==> config.mk <==
export PLATFORM = sky130hd
export DESIGN_NAME = pwm_frac
export DESIGN_NICKNAME = d
export VERILOG_FILES = /design/src/rtl/pwm_frac_pkg.sv /design/src/rtl/pwm_frac_regs.sv /design/src/rtl/pwm_frac_phase.sv /design/src/rtl/pwm_frac.sv
export SDC_FILE = /design/constraint.sdc
export NUM_CORES = 1
export LEC_CHECK = 0
export BUFFER_PORTS_ARGS = -buffer_cell sky130_fd_sc_hd__buf_2
export CAP_MARGIN = 25
export CORE_MARGIN = 2
export CORE_UTILIZATION = 43
export DETAILED_ROUTE_END_ITERATION = 12
export PLACE_DENSITY_LB_ADDON = 0.1
export SKIP_CTS_REPAIR_TIMING = 1
export SLEW_MARGIN = 20
export SYNTH_ARGS = -nofsm -noshare
export SYNTH_HDL_FRONTEND = slang
export SYNTH_SLANG_ARGS = --single-unit
==> constraint.sdc <==
create_clock -name clk -period 2.6 [get_ports clk]
set_input_delay 0.26 -clock clk [delete_from_list [all_inputs] [get_ports clk]]
set_output_delay 0.26 -clock clk [all_outputs]
set_load 0.02 [all_outputs]
==> src/rtl/pwm_frac_pkg.sv <==
package pwm_frac_pkg;
  localparam int unsigned EN_BIT   = 31;
  localparam int unsigned UPD_BIT  = 30;
  localparam int unsigned ERR_BIT  = 29;
  localparam int unsigned DIV_W    = 8;
  localparam int unsigned STEP_LSB = 8;
endpackage

==> src/rtl/pwm_frac_regs.sv <==
module pwm_frac_regs
  import pwm_frac_pkg::*;
#(
  parameter int unsigned STEP_W = 16,
  parameter bit          BYPASS = 1'b0
) (
  input  logic              clk,
  input  logic              rst_n,
  input  logic              we,
  input  logic [31:0]       wdata,
  input  logic              boundary,
  output logic              en_q,
  output logic              upd_q,
  output logic              err_q,
  output logic              commit,
  output logic [STEP_W-1:0] step_stg,
  output logic [DIV_W-1:0]  div_stg,
  output logic [STEP_W-1:0] step_live,
  output logic [DIV_W-1:0]  div_live
);
  logic              take;
  logic              en_wr;
  logic              en_d, upd_d, err_d;
  logic [STEP_W-1:0] step_wr;
  logic [DIV_W-1:0]  div_wr;
  logic              unused_wbits;

  assign step_wr      = wdata[STEP_LSB +: STEP_W];
  assign div_wr       = wdata[DIV_W-1:0];
  assign unused_wbits = ^wdata;

  generate
    if (BYPASS) begin : g_strict
      assign en_wr = wdata[EN_BIT] & (en_q | ~(upd_q | wdata[UPD_BIT]));
    end else begin : g_relaxed
      assign en_wr = wdata[EN_BIT];
    end
  endgenerate

  always_comb begin
    commit = upd_q & boundary;
    take   = we & ~upd_q;
    en_d   = we ? en_wr : en_q;
    upd_d  = upd_q & ~commit;
    if (take && wdata[UPD_BIT]) upd_d = 1'b1;
    err_d  = err_q | (we & upd_q);
  end

  always_ff @(posedge clk or negedge rst_n) begin
    if (!rst_n) begin
      en_q  <= 1'b0;
      upd_q <= 1'b0;
      err_q <= 1'b0;
    end else begin
      en_q  <= en_d;
      upd_q <= upd_d;
      err_q <= err_d;
    end
  end

  always_ff @(posedge clk or negedge rst_n) begin
    if (!rst_n) begin
      step_stg <= '0;
      div_stg  <= '0;
    end else if (take) begin
      step_stg <= step_wr;
      div_stg  <= div_wr;
    end
  end

  always_ff @(posedge clk or negedge rst_n) begin
    if (!rst_n) begin
      step_live <= '0;
      div_live  <= '0;
    end else if (commit) begin
      step_live <= step_stg;
      div_live  <= div_stg;
    end
  end
endmodule

==> src/rtl/pwm_frac_phase.sv <==
module pwm_frac_phase
  import pwm_frac_pkg::*;
#(
  parameter int unsigned STEP_W = 16
) (
  input  logic              clk,
  input  logic              rst_n,
  input  logic              en,
  input  logic              commit,
  input  logic [STEP_W-1:0] step_live,
  input  logic [STEP_W-1:0] step_stg,
  input  logic [DIV_W-1:0]  div_live,
  output logic              boundary,
  output logic              pwm
);
  localparam int unsigned TOP_LSB = STEP_W - DIV_W;

  logic [STEP_W-1:0] acc_q, acc_d;
  logic [STEP_W:0]   inc_sum;
  logic              first_q;

  always_comb begin
    inc_sum  = {1'b0, acc_q} + {1'b0, step_live};
    boundary = ~en | first_q | inc_sum[STEP_W];
    if (!en)         acc_d = '0;
    else if (commit) acc_d = acc_q + step_stg;
    else             acc_d = inc_sum[STEP_W-1:0];
    pwm = en & (acc_q[STEP_W-1:TOP_LSB] > div_live);
  end

  always_ff @(posedge clk or negedge rst_n) begin
    if (!rst_n) begin
      acc_q   <= '0;
      first_q <= 1'b0;
    end else begin
      acc_q   <= acc_d;
      first_q <= ~en;
    end
  end
endmodule

==> src/rtl/pwm_frac.sv <==
module pwm_frac
  import pwm_frac_pkg::*;
#(
  parameter int unsigned STEP_W = 16,
  parameter bit          BYPASS = 1'b0
) (
  input  logic        clk,
  input  logic        rst_n,
  input  logic        reg_we,
  input  logic [31:0] reg_wdata,
  output logic [31:0] reg_rdata,
  output logic        pwm_o,
  output logic        drop_err_o
);
  localparam bit HAS_ERR_BIT = (STEP_LSB + STEP_W <= ERR_BIT);

  logic [1:0]        rst_sync_q;
  logic              rst_q_n;
  logic              en_q, upd_q, err_q, commit, boundary;
  logic [STEP_W-1:0] step_stg, step_live;
  logic [DIV_W-1:0]  div_stg, div_live;

  always_ff @(posedge clk or negedge rst_n) begin
    if (!rst_n) rst_sync_q <= 2'b00;
    else        rst_sync_q <= {rst_sync_q[0], 1'b1};
  end
  assign rst_q_n = rst_sync_q[1];

  pwm_frac_regs #(.STEP_W(STEP_W), .BYPASS(BYPASS)) u_regs (
    .clk(clk), .rst_n(rst_q_n), .we(reg_we), .wdata(reg_wdata),
    .boundary(boundary), .en_q(en_q), .upd_q(upd_q), .err_q(err_q),
    .commit(commit), .step_stg(step_stg), .div_stg(div_stg),
    .step_live(step_live), .div_live(div_live)
  );

  pwm_frac_phase #(.STEP_W(STEP_W)) u_phase (
    .clk(clk), .rst_n(rst_q_n), .en(en_q), .commit(commit),
    .step_live(step_live), .step_stg(step_stg), .div_live(div_live),
    .boundary(boundary), .pwm(pwm_o)
  );

  always_comb begin
    reg_rdata = '0;
    reg_rdata[EN_BIT]  = en_q;
    reg_rdata[UPD_BIT] = upd_q;
    if (HAS_ERR_BIT) reg_rdata[ERR_BIT] = err_q;
    reg_rdata[STEP_LSB +: STEP_W] = step_stg;
    reg_rdata[DIV_W-1:0] = div_stg;
  end
  assign drop_err_o = err_q;
endmodule

Word level (Yosys, flattened, before mapping)
Index checks and enable logic that the tools add are counted.
{"block": "classes", "add_sub_neg": 2, "n_mux": 3, "n_bitwise": 11, "n_reduce_logical": 1, "n_lt_le_gt_ge": 1}
{"cell": "$mux 16", "count": 2}
{"cell": "$add 16x16->17", "count": 1}
{"cell": "$add 16x16->16", "count": 1}
{"cell": "$gt 8x8->1", "count": 1}
{"cell": "$and 1x1->1", "count": 5}
{"cell": "$not 1->1", "count": 3}
{"cell": "$or 1x1->1", "count": 3}
{"cell": "$logic_and 1x1->1", "count": 1}
{"cell": "$mux 1", "count": 1}
{"block": "totals", "word_cells": 28, "regBits": 70, "in_bits": 35, "output_inout_bits": 34}

Longest topological paths before layout
Gate-level depths: netlist (run 1).
{"block": "depth", "word_depth": 7, "ltp_mapped": 11, "ltp_nobuf": 9}

Cells and area by module
A second synthesis (run 1) with hierarchy kept.
{"block": "hier_totals", "hier_cells": 401, "hier_area_um2": 4408.0}
{"mod": "pwm_frac_phase", "area_per_inst_um2": 2277.2, "n_inst": 1, "seq_area_each_um2": 425.4, "cells_per_inst": 278}
{"mod": "pwm_frac_regs", "area_per_inst_um2": 2013.2, "n_inst": 1, "seq_area_each_um2": 1276.2, "cells_per_inst": 111}
{"mod": "pwm_frac", "area_per_inst_um2": 117.6, "n_inst": 1, "seq_area_each_um2": 50.0, "cells_per_inst": 12}

Least setup slack after synthesis (run 1)
OpenSTA, ideal clock, no wires.
{"block": "synth_path", "path_kind": "register to register", "start": "register u_regs.step_stg[0]", "end": "register u_phase.acc_q[14]", "setup_slack_ns": 0.187, "required_ns": 2.518, "path_buffers": 0, "period_less_slack_ns": 2.413, "path_stages_with_launch": 9, "arrival_time_ns": 2.331, "setup_ns": 0.082, "cell_sequence": "dfrtp_1 ha_1 fa_1 a21o_1 a221oi_1 nor4b_1 nor4_1 a211oi_1 o22ai_1"}
{"block": "synth_between", "elab_chain_len": 3}
{"item": "start, declared", "line_no": "pwm_frac_regs.sv:16", "text": "output logic [STEP_W-1:0] step_stg,"}
{"item": "start signal, assigned", "line_no": "pwm_frac_regs.sv:66", "text": "step_stg <= step_wr;"}
{"item": "$add 16x16->16", "line_no": "pwm_frac_phase.sv:26", "text": "else if (commit) acc_d = acc_q + step_stg;"}
{"item": "$mux 16", "line_no": "pwm_frac_phase.sv:26"}
{"item": "$mux 16", "line_no": "pwm_frac_phase.sv:25", "text": "if (!en) acc_d = '0;"}
{"item": "net u_phase.acc_d[14]", "line_no": "pwm_frac_phase.sv:18", "text": "logic [STEP_W-1:0] acc_q, acc_d;"}
{"item": "end signal, assigned", "line_no": "pwm_frac_phase.sv:33", "text": "acc_q <= '0;"}
{"item": "end signal, assigned", "line_no": "pwm_frac_phase.sv:36", "text": "acc_q <= acc_d;"}
{"item": "end, declared", "line_no": "pwm_frac_phase.sv:18"}
The timed path passes the listed nets, and every way through them passes these cells.
A chain may end at the register's enable or synchronous reset.

Final worst setup path (run 1)
{"block": "layout_path", "start": "register u_phase.acc_q[10]", "end": "register u_phase.acc_q[8]"}
{"block": "layout_between", "elab_chain_len": 5}
{"item": "$add 16x16->17", "line_no": "pwm_frac_phase.sv:23", "text": "inc_sum = {1'b0, acc_q} + {1'b0, step_live};"}
{"item": "$or 1x1->1", "line_no": "pwm_frac_phase.sv:24", "text": "boundary = ~en | first_q | inc_sum[STEP_W];"}
{"item": "$and 1x1->1", "line_no": "pwm_frac_regs.sv:41", "text": "commit = upd_q & boundary;"}
{"item": "$mux 16", "line_no": "pwm_frac_phase.sv:26"}
{"item": "$mux 16", "line_no": "pwm_frac_phase.sv:25"}
{"item": "net u_phase.acc_d[8]", "line_no": "pwm_frac_phase.sv:18"}
The timed path passes the listed nets, and every way through them passes these cells.

==> results_dict.tcl, run 1 <==
set metrics [dict create \
    synth_mux_area_share_pct 7.09 \
    synth_ff_type "dfrtp_1" \
    routedWlPerCell_microns 15.3 \
    final_cell_mix "nand2_1 (86), dfrtp_1 (69), buf_2 (57)" \
    finalHoldViolations 0 \
    rrSetupSlack_ns 0.17 \
    vias 3677 \
    grt_use_total_pct 20.7 \
    irDropWorstVdd_v 0.000638 \
    finalSetupTns_ns 0 \
    dp_hpwl_microns 8090 \
    final_util_pct 51.4 \
    final_common_cell "nand2_1" \
    postRouteWirelength_microns 10700 \
    cts_tree "done" \
    seq_area_frac_synth_pct 38.8 \
    syn-cell-area_sq_mm 0.00452 \
    holdPathStages 3 \
    layout.nets 631 \
    insertion_delay_ns 0.36 \
    grt_pass1_wl_microns 18100 \
    dr.pass1.iters 4 \
    max-slew-margin-rel_pct 58.6 \
    start_util_pct 44.0 \
    status "finished, final reports clean" \
    cap_violations 0 \
    antenna_found_initial 0 \
    fp.dieH_microns 107 \
    powerDensity_mw_per_mm2 1100 \
    antenna_cells 0 \
    tightest_slew_ns 0.621 \
    cp-startpoint "u_phase.acc_q[10]$_DFF_PN0_" \
    avgSynthCellArea_sq_um 9.30 \
    clock_sink_count 70 \
    placed_cell_area_sq_mm 0.00503 \
    ant_nets 0 \
    worst_setup_path_end_kind "flop" \
    synth_xor_xnor_area_share_pct 3.49 \
    r2r-start "u_phase.acc_q[10]$_DFF_PN0_" \
    drv_slew 0 \
    yosysWarnings 0 \
    core_sq_mm 0.0103 \
    io_buffers 57 \
    synth_top_family_by_area "compound AO/OA/AOI/OAI gates" \
    ys_ff_latch 70 \
    num_rows 37 \
    synth_edf_count 0 \
    cts.clk_slew.worst_paths_ns 0.08 \
    grt_pass1_vias 3698 \
    drc 0 \
    hp-class "input port to flop" \
    crit_buf_inv 1 \
    power_leakage_uw 0.00261 \
    crit_family "simple AND/OR/NAND/NOR gates" \
    cp_slowest_stage_delay_ns 0.42 \
    worstSetupPathType "flop to flop" \
    die_w_microns 107 \
    cp_max_fo 16 \
    syn_to_final_growth_pct 16.8 \
    ff2ff_path_depth 8 \
    finalSetupViolations 0 \
    hold_end "u_regs.upd_q$_DFF_PN0_" \
    finalCritPeriodShare_pct 93.6 \
    cts_buffers 9 \
    overflow 0 \
    hold_ws_ns 0.116 \
    startpoint_type "flop" \
    layout-drive-gt1-share_pct 23.8 \
    cp_slowest_cell "dfrtp_1" \
    die_area_sq_mm 0.0113 \
    vias_per_cell 5.28 \
    layout_min_cycle_time_ns 2.43 \
    crit_chain "ha_1 -> a21o_1 -> a31o_1 -> nor3_2 -> a211oi_4 -> buf_4 -> or3b_1 -> a21oi_1" \
    synthArstFlopShare_pct 100 \
    stdcell_area_sq_mm 0.00528 \
    skew_ns 0.00870 \
    globalplace.congestion 0.895 \
    cp.arrival_ns 2.72 \
    grt_start_max_net_pins 31 \
    min_from "reg_wdata[30]" \
    drtIter0Drc 147 \
    io_pins 69 \
    cts_root_buf "clkbuf_8" \
    syn_inst 486 \
    htreeDepth 3 \
    synthSimpleGateAreaFrac_pct 16.1 \
    synth_compound_area_share_pct 17.5 \
    ys_types 55 \
    synth_fa_ha_area_share_pct 11.7 \
    rsz0062_at_grt "true" \
    crit_required_ns 2.88 \
    ctsLongestPathBuffers 2 \
    fmax_mhz 411 \
    r2r_end "u_phase.acc_q[8]$_DFF_PN0_" \
]
worst min-delay path: cells and delay by family:
kind | cells | cell delay (ns)
AO/OA/AOI/OAI | 1 | 0.07
AND/OR/NAND/NOR | 1 | 0.03
buffers and inverters | 1 | 0.07
stage by stage:
step | power, uW | std cells | setup slack, ns
floorplan | 4060 | 490 | 0.187
global placement | 4790 | 678 | 0.138
detailed placement | 4850 | 678 | 0.125
CTS | 5790 | 694 | 0.0976
global route | 6350 | 696 | 0.0216
finish | 5790 | 696 | 0.167
kinds of logic (layout without fill, tap and decap cells):
family	Yosys count	after routing
compound gates	123	123
xor+xnor	18	18
fa+ha+maj	41	41
buf+inv	45	115
flops	70	70
mux	29	29
other cells	2	6
simple gates	158	158
layout make-up:
| class | instances | area, sq um |
|---|---|---|
| timing repair buffer | 81 | 505 |
| inverter | 18 | 67.6 |
| clock buffer | 10 | 138 |
| tap | 136 | 170 |
| fill | 998 | 5000 |
| multi-input combinational | 375 | 2580 |
| sequential | 70 | 1750 |
| clock inverter | 6 | 61.3 |
registers in the layout, indices dropped and copies added (netlist names):
| signal | flops |
|---|---|
| u_phase.first_q | 1 |
| u_regs.div_stg | 8 |
| u_regs.err_q | 1 |
| u_phase.acc_q | 16 |
| u_regs.upd_q | 1 |
| u_regs.step_stg | 16 |
| u_regs.en_q | 1 |
| rst_sync_q | 2 |
| u_regs.step_live | 16 |
| u_regs.div_live | 8 |
where the power goes:
| group | leakage [uW] | total, uW | switching, uW | internal (uW) |
|---|---|---|---|---|
| combinational | 0.00165 | 3190 | 1790 | 1400 |
| clock | 0.000102 | 893 | 428 | 465 |
| sequential | 0.000857 | 1700 | 271 | 1430 |
routing by layer:
metal  global-route usage [%]  part of all wire (%)  vias to the layer above
met5                        0                     0                        -
met4                     7.88                   1.9                        0
met3                     5.95                   3.5                       12
met2                     33.8                    48                       64
met1                     25.8                    46                     1751
li1                         -                     -                     1850
Yosys cell counts, drive strengths merged (3+ instances only):
cell type	count	area [sq um]
nand2	86	323
dfrtp	70	1750
ha	39	488
a21oi	36	180
o21ai	31	155
mux2	24	270
buf	22	149
inv	18	67.6
a21o	16	120
nor2	16	60.1
nand3	11	55.1
nor3	10	55.1
a211oi	9	90.1
xnor2	9	78.8
xor2	9	78.8
nor2b	7	43.8
clkbuf	5	18.8
mux2i	5	50.1
nand4	5	31.3
o211ai	5	37.5
and3	4	25.0
nand2b	4	25.0
o21a	4	30.0
and2	3	18.8
nor3b	3	22.5
o22ai	3	18.8
how the worst max path moves through the flow:
stage / end / slack (ns) / depth (start not counted)
final: u_phase.acc_q[8]$_DFF_PN0_ / 0.17 / 8
after global routing: u_regs.step_live[10]$_DFFE_PN0N_ / 0.02 / 11
after CTS: u_regs.div_live[0]$_DFFE_PN0N_ / 0.1 / 11
after detailed placement: u_regs.step_live[7]$_DFFE_PN0N_ / 0.13 / 11
after global placement: u_regs.step_live[7]$_DFFE_PN0N_ / 0.14 / 11
after floorplan: u_phase.acc_q[14]$_DFF_PN0_ / 0.19 / 8
(Power assumes the default switching activity.)
==> run 2, diff against run 1 <==
- clock period: 2.6 -> 2.4 ns (I/O delays scaled with it)
==> run 2 against run 1 <==
The flow now finishes with violations (negative setup slack). Die area is the same. Largest cell class unchanged. Count of clock-buffer cells in the layout shrank 1. Utilization grew 3.3 points. Global-route usage shrank 0.37 points. Non-clock buffer count grew 18. Largest power group unchanged. Critical endpoint is now u_phase.acc_q[10]$_DFF_PN0_. Sequential share of layout area shrank 2.0 points. Final cell count grew 2.6%. Register-to-register slack lost 0.22 ns.
==> results_dict.tcl, run 2 (synthesis results as in run 1) <==
set metrics [dict create \
    ff2ff_path_depth 11 \
    clock_sink_count 70 \
    globalplace.congestion 0.895 \
    violations "negative setup slack" \
    hold_end "u_regs.div_stg[6]$_DFFE_PN0P_" \
    num_rows 37 \
    grt_use_total_pct 20.3 \
    worst_setup_path_end_kind "flop" \
    postRouteWirelength_microns 11300 \
    startpoint_type "flop" \
    finalWorstSetupSlack_ns -0.0480 \
    layout.nets 649 \
    rsz0062_at_grt "true" \
    hold_ws_ns 0.105 \
    layout_min_cycle_time_ns 2.45 \
    io_buffers 57 \
    grt_start_max_net_pins 41 \
    min_from "reg_wdata[6]" \
    antenna_cells 0 \
    cts_root_buf "clkbuf_8" \
    cts_buffers 9 \
    dp.cells 689 \
    grt_pass1_wl_microns 18000 \
    final_cell_mix "nand2_1 (77), dfrtp_1 (69), buf_2 (57)" \
    antenna_found_initial 0 \
    r2r_end "u_phase.acc_q[10]$_DFF_PN0_" \
    worstSetupPathType "flop to flop" \
    overflow 0 \
    drtIter0Drc 166 \
    ctsLongestPathBuffers 2 \
    placed_cell_area_sq_mm 0.00513 \
    skew_ns 0.0131 \
    max-slew-margin-rel_pct 57.9 \
    insertion_delay_ns 0.36 \
    reg_top3 "u_phase.acc_q: 16 flops, u_regs.step_live: 16 flops, u_regs.step_stg: 16 flops" \
    cts.clk_slew.worst_paths_ns 0.08 \
    final_cells 714 \
    drc 0 \
    ant_nets 0 \
    holdPathStages 2 \
    final_util_pct 54.6 \
    post-place-ws_ns -0.0324 \
    hp-class "input port to flop" \
    start_util_pct 44.0 \
    die_w_microns 107 \
    dp_hpwl_microns 8110 \
    drv_slew 0 \
    fp.dieH_microns 107 \
    dr.pass1.iters 4 \
    core_sq_mm 0.0103 \
    grt_pass1_vias 3737 \
    crit_required_ns 2.67 \
    rrSetupSlack_ns -0.05 \
    fmax_mhz 408 \
    io_pins 69 \
    finalCritPeriodShare_pct 102 \
    status "finished with violations" \
    cts_tree "done" \
    cap_violations 0 \
    tightest_slew_ns 0.631 \
    syn_to_final_growth_pct 24.3 \
    powerDensity_mw_per_mm2 1210 \
    final_common_cell "nand2_1" \
    cp_max_fo 5 \
    routedWlPerCell_microns 15.9 \
    finalHoldViolations 0 \
    vias_per_cell 5.29 \
    cp.arrival_ns 2.72 \
    r2r-start "u_phase.acc_q[0]$_DFF_PN0_" \
    stdcell_area_sq_mm 0.00562 \
    power_leakage_uw 0.00276 \
    die_area_sq_mm 0.0113 \
    finalSetupViolations 21 \
    layout-drive-gt1-share_pct 30.4 \
    nFillCells 974 \
    irDropWorstVdd_v 0.000648 \
    htreeDepth 3 \
    vias 3774 \
]
[run 2: cell count changes in the layout (fill, tap and decap cells not counted), sizes merged]
cell,change
buf,+16
bufinv,+1
clkbuf,+1
[run 2: area by class of cell]
| class | count | area, sq um | area share, % |
|---|---|---|---|
| clock buffer | 9 | 124 | 2.21 |
| clock inverter | 7 | 98.8 | 1.76 |
| inverter | 18 | 67.6 | 1.20 |
| timing repair buffer | 99 | 714 | 12.7 |
| tap | 136 | 170 | 3.03 |
| sequential | 70 | 1750 | 31.2 |
| multi-input combinational | 375 | 2690 | 47.9 |
[run 2: report_power, final]
group / internal (uW) / switching [uW] / total [uW]
registers: 1550 / 275 / 1830
clock network: 588 / 491 / 1080
logic: 1750 / 2110 / 3860
total: 3890 / 2880 / 6770
[run 2: worst max-delay path by stage]
stage | start | to | depth (start not counted) | slack (ns)
final | u_phase.acc_q[0]$_DFF_PN0_ | u_phase.acc_q[10]$_DFF_PN0_ | 11 | -0.05
after CTS | u_phase.acc_q[0]$_DFF_PN0_ | u_regs.div_live[1]$_DFFE_PN0N_ | 11 | -0.07
after global routing | u_regs.step_live[0]$_DFFE_PN0N_ | u_phase.acc_q[8]$_DFF_PN0_ | 11 | -0.19
after global placement | u_regs.step_live[0]$_DFFE_PN0N_ | u_regs.div_live[3]$_DFFE_PN0N_ | 10 | 0.01
after detailed placement | u_phase.acc_q[0]$_DFF_PN0_ | u_regs.div_live[1]$_DFFE_PN0N_ | 11 | -0.03
after floorplan | u_regs.step_live[0]$_DFFE_PN0N_ | u_phase.acc_q[1]$_DFF_PN0_ | 10 | 0.12
[run 2: critical path: stages (launching register included)]
cell and delay [ns]:
dfrtp_1 0.36, ha_2 0.19, inv_2 0.04, fa_2 0.34, nand2b_4 0.15, a21o_1 0.18, a21o_1 0.24, a211oi_4 0.34
buf_4 0.18, buf_6 0.13, o21ai_1 0.07, a21oi_1 0.13
[run 2: metrics by stage]
stage | setup TNS, ns | total power [uW]
2_1_floorplan | 0 | 4410
3_3_place_gp | 0 | 5330
3_5_place_dp | -0.118 | 5380
4_1_cts | -0.612 | 6510
5_1_grt | -4.76 | 7350
6_report | -0.484 | 6770
[run 2: layer usage]
layer | share of wire, % | GRT usage (%)
met1 | 47 | 26.0
met2 | 47 | 32.9
met3 | 3.9 | 5.33
met4 | 2.9 | 7.70
met5 | 0 | 0
==> run 3, diff against run 2 <==
- BUFFER_PORTS_ARGS: -buffer_cell sky130_fd_sc_hd__buf_2 -> -buffer_cell sky130_fd_sc_hd__clkbuf_2
==> run 3 against run 2 <==
The run still ends with negative setup slack left. Clock skew decreased by 0.00069 ns. Via count is 1.8% higher. Count of clock-buffer cells in the layout up 2. Worst hold slack worse by 0.0036 ns. Sequential cell count unchanged. Clock power grew 8%. Sequential share of layout area increased by 0.063 points. Non-clock buffer count is the same. Routed wire length grew 1.7%. Setup slack improved by 0.038 ns. Register-to-register slack gained 0.04 ns. Largest cell class unchanged.
==> results_dict.tcl, run 3 (synthesis results as in run 1) <==
set metrics [dict create \
    status "finished with violations" \
    violations "negative setup slack" \
    cap_violations 0 \
    cp_max_fo 12 \
    grt_use_total_pct 20.9 \
    rrSetupSlack_ns -0.01 \
    finalSetupTns_ns -0.0271 \
    final_common_cell "nand2_1" \
    crit_required_ns 2.62 \
    fmax_mhz 415 \
    postRouteWirelength_microns 11500 \
    insertion_delay_ns 0.36 \
    power_leakage_uw 0.00278 \
    htreeDepth 3 \
    r2r-start "u_regs.step_live[0]$_DFFE_PN0N_" \
    r2r_end "u_phase.acc_q[3]$_DFF_PN0_" \
    fp.dieH_microns 107 \
    startpoint_type "flop" \
    powerDensity_mw_per_mm2 1220 \
    cp.arrival_ns 2.63 \
    vias_per_cell 5.38 \
    core_sq_mm 0.0103 \
    cts.clk_slew.worst_paths_ns 0.09 \
    layout.nets 649 \
    rsz0062_at_grt "true" \
    hold_ws_ns 0.101 \
    cts_root_buf "clkbuf_8" \
    die_area_sq_mm 0.0113 \
    dr.pass1.iters 5 \
    syn_to_final_growth_pct 24.0 \
    drc 0 \
    p_switching_uw 2850 \
    hp-class "input port to flop" \
    start_util_pct 44.0 \
    finalSetupViolations 3 \
    p_int_uw 3970 \
    globalplace.congestion 0.887 \
    reg_top3 "u_phase.acc_q: 16 flops, u_regs.step_live: 16 flops, u_regs.step_stg: 16 flops" \
    worstSetupPathType "flop to flop" \
    io_buffers 57 \
    grt_start_max_net_pins 43 \
    comb_power_share_pct 55.8 \
    dp_hpwl_microns 8240 \
    drtIter0Drc 190 \
    die_w_microns 107 \
    worst_setup_path_end_kind "flop" \
    antenna_cells 0 \
    ant_nets 0 \
    num_rows 37 \
    layout-drive-gt1-share_pct 28.4 \
    p_total_uw 6830 \
    hold_end "u_regs.div_stg[3]$_DFFE_PN0P_" \
    switching_share_pct 41.8 \
    cts_tree "done" \
    routedWlPerCell_microns 16.1 \
    holdPathStages 2 \
    grt_pass1_wl_microns 18500 \
    overflow 0 \
    max-slew-margin-rel_pct 58.3 \
    grt_pass1_vias 3724 \
    placed_cell_area_sq_mm 0.00512 \
    stdcell_area_sq_mm 0.00560 \
    clock_sink_count 70 \
    tightest_slew_ns 0.626 \
    vias 3842 \
    min_from "reg_wdata[3]" \
    finalCritPeriodShare_pct 100 \
    pwr-share-seq_pct 27.0 \
    finalWorstSetupSlack_ns -0.0103 \
    io_pins 69 \
    nFillCells 983 \
    clkPwrFrac_pct 17.2 \
    finalHoldViolations 0 \
    final_cell_mix "nand2_1 (79), dfrtp_1 (69), clkbuf_2 (57)" \
    ff2ff_path_depth 10 \
    cts_buffers 9 \
    irDropWorstVdd_v 0.000493 \
    ctsLongestPathBuffers 2 \
    layout_min_cycle_time_ns 2.41 \
    post-place-ws_ns -0.0137 \
    antenna_found_initial 0 \
    drv_slew 0 \
    skew_ns 0.0124 \
]
-- run 3: power by group through the flow --
stage | combinational (uW) | sequential (uW) | clock [uW]
after global routing | 4260 | 1900 | 1240
final | 3810 | 1840 | 1170
after CTS | 3560 | 1850 | 1210
after floorplan | 2510 | 1890 | 0
after detailed placement | 3530 | 1870 | 0
after global placement | 3470 | 1860 | 0
-- run 3: layout make-up --
type / count / area [sq um] / area share [%]
clock buffers: 11 / 131 / 2.34
clock inverters: 5 / 108 / 1.92
inverters: 18 / 67.6 / 1.21
multi-input cells: 375 / 2640 / 47.2
flip-flops and latches: 70 / 1750 / 31.3
well taps: 136 / 170 / 3.04
repair buffers: 99 / 731 / 13.0
-- run 3: layer usage --
metal / up-vias / global-route usage (%) / share of wire [%]
li1: 1896 / - / -
met1: 1846 / 28.2 / 47
met2: 80 / 32.8 / 47
met3: 20 / 2.94 / 2.8
met4: 0 / 10.9 / 2.9
met5: - / 0 / 0
-- run 3: worst max path at each step --
stage                                                from                              to  slack, ns
after detailed placement  u_regs.step_live[0]$_DFFE_PN0N_  u_regs.div_live[5]$_DFFE_PN0N_      -0.01
after CTS                 u_regs.step_live[0]$_DFFE_PN0N_  u_regs.div_live[7]$_DFFE_PN0N_      -0.05
final                     u_regs.step_live[0]$_DFFE_PN0N_      u_phase.acc_q[3]$_DFF_PN0_      -0.01
after global routing           u_phase.acc_q[0]$_DFF_PN0_      u_phase.acc_q[7]$_DFF_PN0_      -0.10
after global placement         u_phase.acc_q[0]$_DFF_PN0_  u_regs.div_live[2]$_DFFE_PN0N_       0.02
after floorplan           u_regs.step_live[0]$_DFFE_PN0N_      u_phase.acc_q[1]$_DFF_PN0_       0.12
-- run 3: critical path: stages, from the launching register on --
cell	delay (ns)
dfrtp_1	0.36
ha_2	0.19
inv_2	0.04
fa_2	0.33
nand2b_4	0.15
a21o_1	0.18
a21o_1	0.24
a211o_4	0.40
buf_12	0.16
mux2i_1	0.15
nor2_1	0.06
-- run 3: stage by stage --
stage / utilization (%) / std cells
after floorplan: - / 490
after global placement: 49.8 / 688
after detailed placement: 49.8 / 688
after CTS: 52.2 / 704
after global routing: 54.5 / 714
final: 54.5 / 714
